--- src/rtl/brwin_pkg.sv ---
package brwin_pkg;
  localparam int IO_LO_W    = 8;
  localparam int IO_HI_W    = 16;
  localparam int MEM_FLD_W  = 16;
  localparam int NIB_W      = 4;
  localparam int IO_GRAN    = 12;
  localparam int MEM_GRAN   = 20;
  localparam int ADDR_W     = IO_HI_W + (IO_LO_W - NIB_W) + IO_GRAN;
  localparam int NWIN       = 2;
  localparam int WIN_IO     = 0;
  localparam int WIN_MEM    = 1;

  typedef struct packed {
    logic              valid;
    logic [ADDR_W-1:0] base;
    logic [ADDR_W-1:0] last;
    logic [ADDR_W-1:0] size;
    logic [ADDR_W-1:0] xlat;
  } win_t;
endpackage

--- src/rtl/brwin_io_calc.sv ---
module brwin_io_calc
  import brwin_pkg::*;
#(
  parameter int LO_W = IO_LO_W,
  parameter int HI_W = IO_HI_W,
  parameter int GRAN = IO_GRAN,
  parameter int AW   = ADDR_W
) (
  input  logic [LO_W-1:0] base_lo,
  input  logic [LO_W-1:0] limit_lo,
  input  logic [HI_W-1:0] base_hi,
  input  logic [HI_W-1:0] limit_hi,
  input  logic [AW-1:0]   aperture,
  output win_t            nxt
);
  localparam int TOP_W = LO_W - NIB_W;

  logic          bad;
  logic [AW-1:0] start_a;
  logic [AW-1:0] last_a;

  always_comb begin
    bad     = (limit_lo < base_lo) || (limit_hi < base_hi);
    start_a = {base_hi,  base_lo[LO_W-1 -: TOP_W],  {GRAN{1'b0}}};
    last_a  = {limit_hi, limit_lo[LO_W-1 -: TOP_W], {GRAN{1'b1}}};
    nxt     = '0;
    if (!bad) begin
      nxt.valid = 1'b1;
      nxt.base  = start_a;
      nxt.last  = last_a;
      nxt.size  = last_a - start_a;
      nxt.xlat  = aperture + start_a;
    end
  end
endmodule

--- src/rtl/brwin_mem_calc.sv ---
module brwin_mem_calc
  import brwin_pkg::*;
#(
  parameter int FLD_W = MEM_FLD_W,
  parameter int GRAN  = MEM_GRAN,
  parameter int AW    = ADDR_W
) (
  input  logic [FLD_W-1:0] base_f,
  input  logic [FLD_W-1:0] limit_f,
  output win_t             nxt
);
  localparam int TOP_W = FLD_W - NIB_W;

  logic          bad;
  logic [AW-1:0] start_a;
  logic [AW-1:0] last_a;

  always_comb begin
    bad     = limit_f < base_f;
    start_a = {base_f[FLD_W-1 -: TOP_W],  {GRAN{1'b0}}};
    last_a  = {limit_f[FLD_W-1 -: TOP_W], {GRAN{1'b1}}};
    nxt     = '0;
    if (!bad) begin
      nxt.valid = 1'b1;
      nxt.base  = start_a;
      nxt.last  = last_a;
      nxt.size  = last_a - start_a;
      nxt.xlat  = start_a;
    end
  end
endmodule

--- src/rtl/brwin_slot.sv ---
module brwin_slot
  import brwin_pkg::*;
#(
  parameter int AW = ADDR_W
) (
  input  logic          clk,
  input  logic          rst,
  input  logic          upd,
  input  win_t          nxt,
  input  logic [AW-1:0] addr,
  output win_t          cur,
  output logic          hit
);
  logic in_range;

  always_comb begin
    in_range = cur.valid && (addr >= cur.base) && (addr <= cur.last);
  end

  always_ff @(posedge clk) begin
    if (rst) begin
      cur <= '0;
      hit <= 1'b0;
    end else begin
      if (upd) begin
        cur <= nxt;
      end
      hit <= in_range;
    end
  end
endmodule

--- src/rtl/brwin_decoder.sv ---
module brwin_decoder
  import brwin_pkg::*;
#(
  parameter int AW = ADDR_W
) (
  input  logic                 clk,
  input  logic                 rst,
  input  logic                 io_upd,
  input  logic [IO_LO_W-1:0]   io_base_lo,
  input  logic [IO_LO_W-1:0]   io_limit_lo,
  input  logic [IO_HI_W-1:0]   io_base_hi,
  input  logic [IO_HI_W-1:0]   io_limit_hi,
  input  logic                 mem_upd,
  input  logic [MEM_FLD_W-1:0] mem_base,
  input  logic [MEM_FLD_W-1:0] mem_limit,
  input  logic [AW-1:0]        io_aperture,
  input  logic [AW-1:0]        io_addr,
  input  logic [AW-1:0]        mem_addr,
  output logic                 io_win_valid,
  output logic [AW-1:0]        io_win_bus_base,
  output logic [AW-1:0]        io_win_cpu_base,
  output logic [AW-1:0]        io_win_size,
  output logic                 mem_win_valid,
  output logic [AW-1:0]        mem_win_base,
  output logic [AW-1:0]        mem_win_size,
  output logic                 io_hit,
  output logic                 mem_hit
);
  win_t          nxt_w [NWIN];
  win_t          cur_w [NWIN];
  logic          upd_w [NWIN];
  logic [AW-1:0] adr_w [NWIN];
  logic          hit_w [NWIN];

  brwin_io_calc u_io_calc (
    .base_lo  (io_base_lo),
    .limit_lo (io_limit_lo),
    .base_hi  (io_base_hi),
    .limit_hi (io_limit_hi),
    .aperture (io_aperture),
    .nxt      (nxt_w[WIN_IO])
  );

  brwin_mem_calc u_mem_calc (
    .base_f  (mem_base),
    .limit_f (mem_limit),
    .nxt     (nxt_w[WIN_MEM])
  );

  always_comb begin
    upd_w[WIN_IO]  = io_upd;
    upd_w[WIN_MEM] = mem_upd;
    adr_w[WIN_IO]  = io_addr;
    adr_w[WIN_MEM] = mem_addr;
  end

  for (genvar g = 0; g < NWIN; g++) begin : g_slot
    brwin_slot #(.AW(AW)) u_slot (
      .clk  (clk),
      .rst  (rst),
      .upd  (upd_w[g]),
      .nxt  (nxt_w[g]),
      .addr (adr_w[g]),
      .cur  (cur_w[g]),
      .hit  (hit_w[g])
    );
  end

  always_comb begin
    io_win_valid    = cur_w[WIN_IO].valid;
    io_win_bus_base = cur_w[WIN_IO].base;
    io_win_cpu_base = cur_w[WIN_IO].xlat;
    io_win_size     = cur_w[WIN_IO].size;
    mem_win_valid   = cur_w[WIN_MEM].valid;
    mem_win_base    = cur_w[WIN_MEM].base;
    mem_win_size    = cur_w[WIN_MEM].size;
    io_hit          = hit_w[WIN_IO];
    mem_hit         = hit_w[WIN_MEM];
  end
endmodule

--- config.mk ---
export PLATFORM = sky130hd
export DESIGN_NAME = brwin_decoder
export DESIGN_NICKNAME = d
export VERILOG_FILES = /design/src/rtl/brwin_pkg.sv /design/src/rtl/brwin_io_calc.sv /design/src/rtl/brwin_mem_calc.sv /design/src/rtl/brwin_slot.sv /design/src/rtl/brwin_decoder.sv
export SDC_FILE = /design/constraint.sdc
export NUM_CORES = 1
export LEC_CHECK = 0
export BUFFER_PORTS_ARGS = -buffer_cell sky130_fd_sc_hd__clkbuf_2
export CORE_UTILIZATION = 52
export CTS_CLUSTER_SIZE = 28
export DETAILED_ROUTE_END_ITERATION = 8
export GPL_TIMING_DRIVEN = 1
export PLACE_DENSITY = 0.83
export SYNTH_ARGS = -nofsm -noshare
export SYNTH_HDL_FRONTEND = slang
export SYNTH_SLANG_ARGS = --single-unit
--- constraint.sdc ---
create_clock -name clk -period 3.6 [get_ports clk]
set_input_delay 0.72 -clock clk [delete_from_list [all_inputs] [get_ports clk]]
set_output_delay 0.72 -clock clk [all_outputs]
set_load 0.01 [all_outputs]
==> results of run 1 <==
kinds of logic after synthesis:
kind of cell / after synthesis / synth area share
mux: 2 / 0.002064
compound gates: 359 / 0.2345
simple gates: 216 / 0.1018
xor+xnor: 40 / 0.03400
fa+ha+maj: 159 / 0.1953
other cells: 1 / 0.0003639
flops: 132 / 0.2565
buf+inv: 319 / 0.1756
cell type report:
| type | count | area (µm²) | share of cell area |
|---|---|---|---|
| Antenna cell | 2 | 5.005 | 0.0004273 |
| Clock buffer | 18 | 439.2 | 0.03750 |
| Clock inverter | 14 | 168.9 | 0.01442 |
| Inverter | 126 | 473.0 | 0.04038 |
| Multi-Input combinational cell | 808 | 5986 | 0.5111 |
| Sequential cell | 132 | 2643 | 0.2256 |
| Tap cell | 265 | 331.6 | 0.02831 |
| Timing Repair Buffer | 324 | 1667 | 0.1423 |
worst max-delay path by stage:
stage                               end  slack, ps  depth (start not counted)
4_1_cts        g_slot[0].u_slot.cur[61]        490                         11
2_1_floorplan      g_slot[1].u_slot.hit        630                          9
6_report       g_slot[0].u_slot.cur[62]        380                         10
5_1_grt        g_slot[0].u_slot.cur[61]        200                         11
3_3_place_gp   g_slot[0].u_slot.cur[61]        120                         11
3_5_place_dp   g_slot[0].u_slot.cur[61]         60                         11
state kept, by name, indices dropped and copies added, names as in the netlist:
register           count
g_slot.u_slot.hit      2
g_slot.u_slot.cur    130
power groups by stage:
stage                     sequential (mW)  combinational, mW  clock (mW)
after floorplan                      1.56              0.759           0
after global placement               1.56              0.992           0
after detailed placement             1.56               1.02           0
after CTS                            1.53               1.03        1.78
after global routing                 1.54               1.16        1.85
final                                1.53               1.04        1.77
metrics by stage:
stage	utilization	power (mW)	instances	setup WS (ps)	instance area, µm²
global placement	0.5703	2.555	1655	119.5	11100
detailed placement	0.5703	2.583	1655	62.18	11100
global route	0.6017	4.540	1688	196.2	11710
CTS	0.6015	4.345	1687	487.4	11710
floorplan	-	2.317	1259	627.9	10420
finish	0.6018	4.334	1689	379.7	11710
worst min-delay path, stage by stage, from the launching register on:
cell and delay [ps]:
dfxtp_1 330, nand2_1 40, o21ai_0 50
layer usage:
| layer | vias up | track usage | part of all wire |
|---|---|---|---|
| met3 | 73 | 0.05634 | 0.071 |
| li1 | 4550 | - | - |
| met1 | 4223 | 0.3218 | 0.42 |
| met2 | 419 | 0.4430 | 0.46 |
| met5 | - | 0 | 0 |
| met4 | 0 | 0.1392 | 0.043 |
placed cells by master, fill, tap and decap left out, types with 13 or more instances in the layout:
master     instances
clkbuf_2         311
ha_1             156
dfxtp_1          132
inv_1            125
nand2_1           94
o21ai_0           92
a21oi_1           72
a22o_1            71
a21o_1            46
conb_1            32
nand4_1           31
nor2_1            24
xnor2_1           22
xor2_1            18
clkbuf_16         17
o21a_1            13
==> reports/metrics.cfg, run 1 <==
[die]
die_w_um = 142.8
boundaryPins = 344
row_count = 51
start_util = 0.5294
dieHeight_um = 142.8
core_area_um2 = 19460
dieArea_um2 = 20380

[cts]
clock_sinks = 132
clkTransAtPathRegs_ps = 60
cts_tree = built
insertion_delay_ps = 420
clockRootBuffer = clkbuf_16
numCtsBuffers = 17
postCtsHoldBufs = 0
h-tree-depth = 4
post_cts_buffers = 0
clock_path_buffers = 2
cts.repair.resized = 0

[routing]
avgViaCountPerCell = 5.485
first_pass_iters = 5
wirelength_um = 27430
drt_iter0_markers = 502
ant_nets = 0
vias = 9265
drc = 0
wl_per_cell_um = 16.24

[grt]
grt_max_degree = 66
grt_pass1_wl_um = 42360
grt_pass1_vias = 8803
overflow = 0
grt_use_total = 0.2660
antenna_found_initial = 1

[synth]
synth_common_cells = 160 x buf_4, 156 x ha_1, 132 x dfxtp_1, 125 x inv_1, 94 x nand2_1
post_synth_main_area_contributors = dfxtp_1 26%, ha_1 19%, buf_4 12%, a22o_1 6.0%, inv_1 4.6%
async_flop_share = 0
synthMostInstantiatedCell = buf_4
ys_seq_area_frac = 0.2565
synthDistinctLibCells = 62
yosysWarnings = 0
synth_edf_count = 0
ys_seq_elements = 132
synth_top_area_cell = dfxtp_1
synthesis.instances = 1228
syn_avg_cell_area_um2 = 8.391
synth_top_cell_area_share = 0.2565
syn_area_um2 = 10300
synth_flop_cell = dfxtp_1

[worst_setup_path]
worstPathArrival_ps = 3530
r2r_slack_ps = 910
cp_slowest_cell = a2111oi_0
cp-startpoint = io_base_lo[7]
critical-path-top-delay-family = compound AO/OA/AOI/OAI gates
path_buf_inv = 3
cp_max_fo = 30
crit_chain = clkbuf_2 -> inv_1 -> ha_1 -> a21o_1 -> a2111oi_0 -> a211oi_4 -> buf_4 -> o21ai_0 -> a21oi_1 -> a22o_1
worstPathRequired_ps = 3910
r2r_start = g_slot[1].u_slot.cur[51]
rr_endpoint = g_slot[1].u_slot.hit
startpoint_type = primary input
slowest_delay_ps = 1070
critPathKind = primary input to flop
cp-end-kind = flop
ff2ff_path_depth = 9

[finish]
area_growth_syn_to_layout_pct = 13.67
fill_cells = 1701
final_nets = 1748
final_layout_size_suffix_gt1_frac = 0.2560

[pwr]
leakage_nw = 5.708
swShare = 0.3051
comb_power_share = 0.239
peakVddDrop_v = 0.0003386
powerDensity_nw_per_um2 = 370.0
internal_power_mw = 3.012
switchingPower_mw = 1.322
p_seq_frac = 0.354
pwr-share-clk = 0.407

[place]
dp_hpwl_um = 22460
finalWeightedCongestion = 0.9592
numPortBuffers = 311

[timing]
hold_viol = 0
setup_violations = 0
rsz0062_at_grt = no
slew_headroom = 0.1390
max_slew.worst_pin.slew_ps = 1259
fin_crit_ps = 3220
skew_ps = 5.750
fin_crit_sh = 0.8945
tns_ps = 0
slew_viol_final = 0
timing.fmax_ghz = 0.3105
hold-worst-slack_ps = 454.8

[min_path]
whs_path_depth = 2
hold-path-endpoint = g_slot[0].u_slot.cur[49]
hp-start = g_slot[0].u_slot.cur[49]
hold_class = flop to flop

[outcome]
status = finished clean

[run]
maxCapViolCount = 0

(Power assumes the default switching activity.)
==> run 2: changes to the inputs <==
Settings changed: CORE_MARGIN from default to 2.
==> run 2 against run 1 <==
Combinational power hardly changed. Utilization is 0.39 points lower. Highest routed layer is now met5. Sequential power hardly changed. Critical path type unchanged. Largest cell class unchanged. Global-route usage is 0.70 points lower. Maximum frequency is 13% higher.
==> reports/metrics.cfg, run 2 (synthesis gave the netlist of run 1 again) <==
[worst_setup_path]
startpoint_type = primary input
cp-end-kind = flop
critPathKind = primary input to flop
cp_max_fo = 18
worstPathRequired_ps = 3920
worstPathArrival_ps = 3180

[pwr]
power_mw = 4.272
internal_power_mw = 2.971
swShare = 0.3044
powerDensity_nw_per_um2 = 367.1
p_seq_frac = 0.359
comb_power_share = 0.242
switchingPower_mw = 1.300
leakage_nw = 5.678
peakVddDrop_v = 0.0003069
pwr-share-clk = 0.399

[finish]
layout.cells.non_filler = 1683
final_nets = 1744
reg_top3 = g_slot.u_slot.cur x130, g_slot.u_slot.hit x2
fill_cells = 1677
final_area_um2 = 11640
final_layout_size_suffix_gt1_frac = 0.2534
post-route-util = 0.5979
largest_reg_flops = 130
layout_common_cells = 311 x clkbuf_2, 156 x ha_1, 132 x dfxtp_1
area_growth_syn_to_layout_pct = 12.93
largest-register = g_slot.u_slot.cur
final_common_cell = clkbuf_2

[die]
start_util = 0.5294
dieArea_um2 = 20960
core_area_um2 = 19460
boundaryPins = 344
row_count = 51
dieHeight_um = 144.8
die_w_um = 144.8

[routing]
wirelength_um = 28100
first_pass_iters = 7
drc = 0
vias = 9276
avgViaCountPerCell = 5.512
drt_iter0_markers = 479
ant_nets = 0
wl_per_cell_um = 16.70

[timing]
fin_crit_sh = 0.7943
setup_slack_ps = 740.7
slew_headroom = 0.3593
tns_ps = 0
setup_violations = 0
timing.fmax_ghz = 0.3497
skew_ps = 10.44
hold-worst-slack_ps = 448.1
slew_viol_final = 0
max_slew.worst_pin.slew_ps = 961.1
rsz0062_at_grt = no
hold_viol = 0
fin_crit_ps = 2859

[cts]
clock_sinks = 132
cts.repair.resized = 0
clock_path_buffers = 2
h-tree-depth = 4
cts_tree = built
clkTransAtPathRegs_ps = 60
insertion_delay_ps = 420
clockRootBuffer = clkbuf_16
postCtsHoldBufs = 0
numCtsBuffers = 17
post_cts_buffers = 0

[grt]
grt_pass1_vias = 8731
grt_use_total = 0.2590
overflow = 0
grt_pass1_wl_um = 42640
grt_max_degree = 93
antenna_found_initial = 2

[place]
dp_hpwl_um = 22610
place_inst = 1651
finalWeightedCongestion = 0.9493
dpl_cell_area_um2 = 11060
numPortBuffers = 311
dp_slack_ps = 317.2

[run]
maxCapViolCount = 0

[outcome]
status = finished clean

[min_path]
hold_class = flop to flop

[run 2: power by group through the flow]
stage | sequential, mW | combinational [mW] | clock, mW
after floorplan | 1.56 | 0.759 | 0
after global placement | 1.56 | 0.986 | 0
after detailed placement | 1.56 | 1.01 | 0
after CTS | 1.53 | 1.02 | 1.72
after global routing | 1.54 | 1.15 | 1.79
final | 1.53 | 1.03 | 1.71
[run 2: worst paths after layout]
kind                                    end  slack (ps)  cells past startpoint                     start
setup / recovery  g_slot[0].u_slot.cur[110]         740                     10            io_base_hi[11]
hold / removal     g_slot[0].u_slot.cur[57]         450                      2  g_slot[0].u_slot.cur[57]
setup reg to reg       g_slot[1].u_slot.hit         910                      9  g_slot[1].u_slot.cur[51]
hold reg to reg    g_slot[0].u_slot.cur[57]         450                      2  g_slot[0].u_slot.cur[57]
[run 2: cell type report]
class / instances / area (µm²) / share of cell area
timing repair buffer: 320 / 1624 / 0.1396
inverter: 126 / 473.0 / 0.04065
antenna: 1 / 2.502 / 0.0002151
multi-input combinational: 808 / 5986 / 0.5144
tap: 265 / 331.6 / 0.02849
clock inverter: 14 / 151.4 / 0.01301
sequential: 132 / 2643 / 0.2271
clock buffer: 17 / 425.4 / 0.03656
[run 2: worst max-delay path: stages]
cell and delay (ps):
clkbuf_2 120, inv_1 70, ha_1 410, nand2_1 130
nor3_2 250, o2111ai_1 200, a211oi_4 730, inv_2 70
buf_4 220, o21ai_0 240
[run 2: metal layers]
metal / global-route usage / up-vias / wire (µm)
li1: - / 4530 / -
met1: 0.3195 / 4266 / 11740
met2: 0.4196 / 398 / 12870
met3: 0.06746 / 80 / 2201
met4: 0.1267 / 2 / 1276
met5: 0 / - / 16
==> run 3: changes to the inputs <==
Settings changed: CORE_UTILIZATION 52 to 47, PLACE_DENSITY 0.83 to 0.79.
Clock period 3.6 ns to 2.36 ns, I/O delays scaled along.
==> run 3 against run 2 <==
Worst setup slack worse by 740 ps. Critical endpoint is now g_slot[0].u_slot.cur[47]. Largest cell class unchanged. Routed wire length is 11% higher. Power is 67% higher. Critical path type unchanged. Utilization is 0.61 points higher. The run now ends with negative setup slack left. Largest power group unchanged.
==> reports/metrics.cfg, run 3 (synthesis gave the netlist of run 1 again) <==
[outcome]
status = complete, but fails checks
violations = negative setup slack

[finish]
post-route-util = 0.6040
fill_cells = 1813
final_nets = 1896
layout_common_cells = 311 x clkbuf_2, 155 x buf_4, 150 x ha_1
final_common_cell = clkbuf_2
area_growth_syn_to_layout_pct = 27.13
largest-register = g_slot.u_slot.cur
final_layout_size_suffix_gt1_frac = 0.3408
largest_reg_flops = 130
reg_top3 = g_slot.u_slot.cur x130, g_slot.u_slot.hit x2

[worst_setup_path]
ff2ff_path_depth = 10
cp-end-kind = flop
worstPathArrival_ps = 2660
worstPathRequired_ps = 2650
r2r_slack_ps = 50
cp_max_fo = 25
startpoint_type = primary input
critPathKind = primary input to flop

[die]
dieArea_um2 = 23120
core_area_um2 = 21690
boundaryPins = 344
row_count = 54
start_util = 0.4751
die_w_um = 152.1
dieHeight_um = 152.1

[routing]
wl_per_cell_um = 16.90
drc = 0
wirelength_um = 31300
avgViaCountPerCell = 5.349
drt_iter0_markers = 562
first_pass_iters = 4
vias = 9907
ant_nets = 0

[timing]
tns_ps = -1.190
fin_crit_ps = 2361
hold_viol = 0
setup_slack_ps = -1.190
timing.fmax_ghz = 0.4235
slew_viol_final = 0
skew_ps = 6.272
fin_crit_sh = 1.001
slew_headroom = 0.6102
max_slew.worst_pin.slew_ps = 569.9
rsz0062_at_grt = yes
setup_violations = 1

[place]
numPortBuffers = 311
dp_hpwl_um = 25210
finalWeightedCongestion = 0.9537
dp_slack_ps = -487.6

[run]
maxCapViolCount = 0

[cts]
clock_sinks = 132
insertion_delay_ps = 430
clock_path_buffers = 2
clkTransAtPathRegs_ps = 60
cts_tree = built
clockRootBuffer = clkbuf_16
h-tree-depth = 4
numCtsBuffers = 17

[pwr]
peakVddDrop_v = 0.0004961
pwr-share-clk = 0.403
powerDensity_nw_per_um2 = 544.9
internal_power_mw = 5.024
p_seq_frac = 0.328
switchingPower_mw = 2.114
comb_power_share = 0.269
leakage_nw = 6.486
power_mw = 7.138
swShare = 0.2962

[grt]
grt_pass1_wl_um = 48970
antenna_found_initial = 4
grt_use_total = 0.2605
overflow = 0
grt_pass1_vias = 9573
grt_max_degree = 93

[min_path]
whs_path_depth = 2
hold_class = primary input to flop

## run 3: cell types whose count changed in the layout (fill, tap and decap cells not counted), moves of 3 or more
cell / previous run / this run
buf_4: 9 / 155
buf_12: 0 / 6
ha_1: 156 / 150
a21oi_1: 72 / 69
inv_1: 125 / 122
inv_6: 5 / 2
a21oi_2: 0 / 3
dfxtp_1: 132 / 129
ha_4: 0 / 6
## run 3: worst paths after layout
kind / startpoint / to
setup / recovery: io_base_lo[7] / g_slot[0].u_slot.cur[47]
hold / removal: io_aperture[3] / g_slot[0].u_slot.cur[3]
setup reg to reg: g_slot[1].u_slot.cur[51] / g_slot[1].u_slot.hit
hold reg to reg: g_slot[0].u_slot.cur[54] / g_slot[0].u_slot.cur[54]
## run 3: timing repair
action / 4_1_cts / 5_1_grt
gates resized for setup: 7 / 12
pin swaps: 6 / 6
buffers inserted: 0 / 3
hold buffers: 0 / 0
endpoints found under the setup margin: 1 / 15
## run 3: critical path: stages
cell and delay [ps]:
clkbuf_2 110, inv_1 80, ha_1 360, a21o_1 220
buf_4 130, a2111oi_0 540, buf_4 230, a211oi_4 60
inv_2 150, buf_12 170, o21ai_0 110
## run 3: layer usage
layer | vias up | part of all wire | global-route usage
met3 | 77 | 0.069 | 0.06075
li1 | 4836 | - | -
met5 | - | 0.00083 | 0
met4 | 4 | 0.035 | 0.1041
met2 | 400 | 0.47 | 0.4404
met1 | 4590 | 0.42 | 0.3205
## run 3: power groups by stage
stage          registers, mW  logic [mW]  clock network [mW]
6_report                2.34        1.92                2.88
5_1_grt                 2.34        2.11                2.99
4_1_cts                 2.34        1.88                2.91
3_5_place_dp            2.38        1.85                   0
3_3_place_gp            2.38        1.80                   0
2_1_floorplan           2.38        1.17                   0
## run 3: metrics by stage
stage | area (µm²) | std cells | hold slack [ps]
2_1_floorplan | 10480 | 1259 | 425.0
3_3_place_gp | 12330 | 1815 | 435.5
3_5_place_dp | 12330 | 1815 | 444.6
4_1_cts | 13010 | 1847 | 244.5
5_1_grt | 13100 | 1851 | 251.9
6_report | 13100 | 1852 | 253.9
## run 3: cell type report
class / instances / area (µm²) / share of cell area
diodes: 2 / 5.005 / 0.0003821
clock buffers: 18 / 439.2 / 0.03353
clock inverters: 14 / 198.9 / 0.01519
inverters: 126 / 480.5 / 0.03668
multi-input cells: 808 / 6136 / 0.4684
flip-flops and latches: 132 / 2649 / 0.2022
well taps: 280 / 350.3 / 0.02675
repair buffers: 472 / 2840 / 0.2168
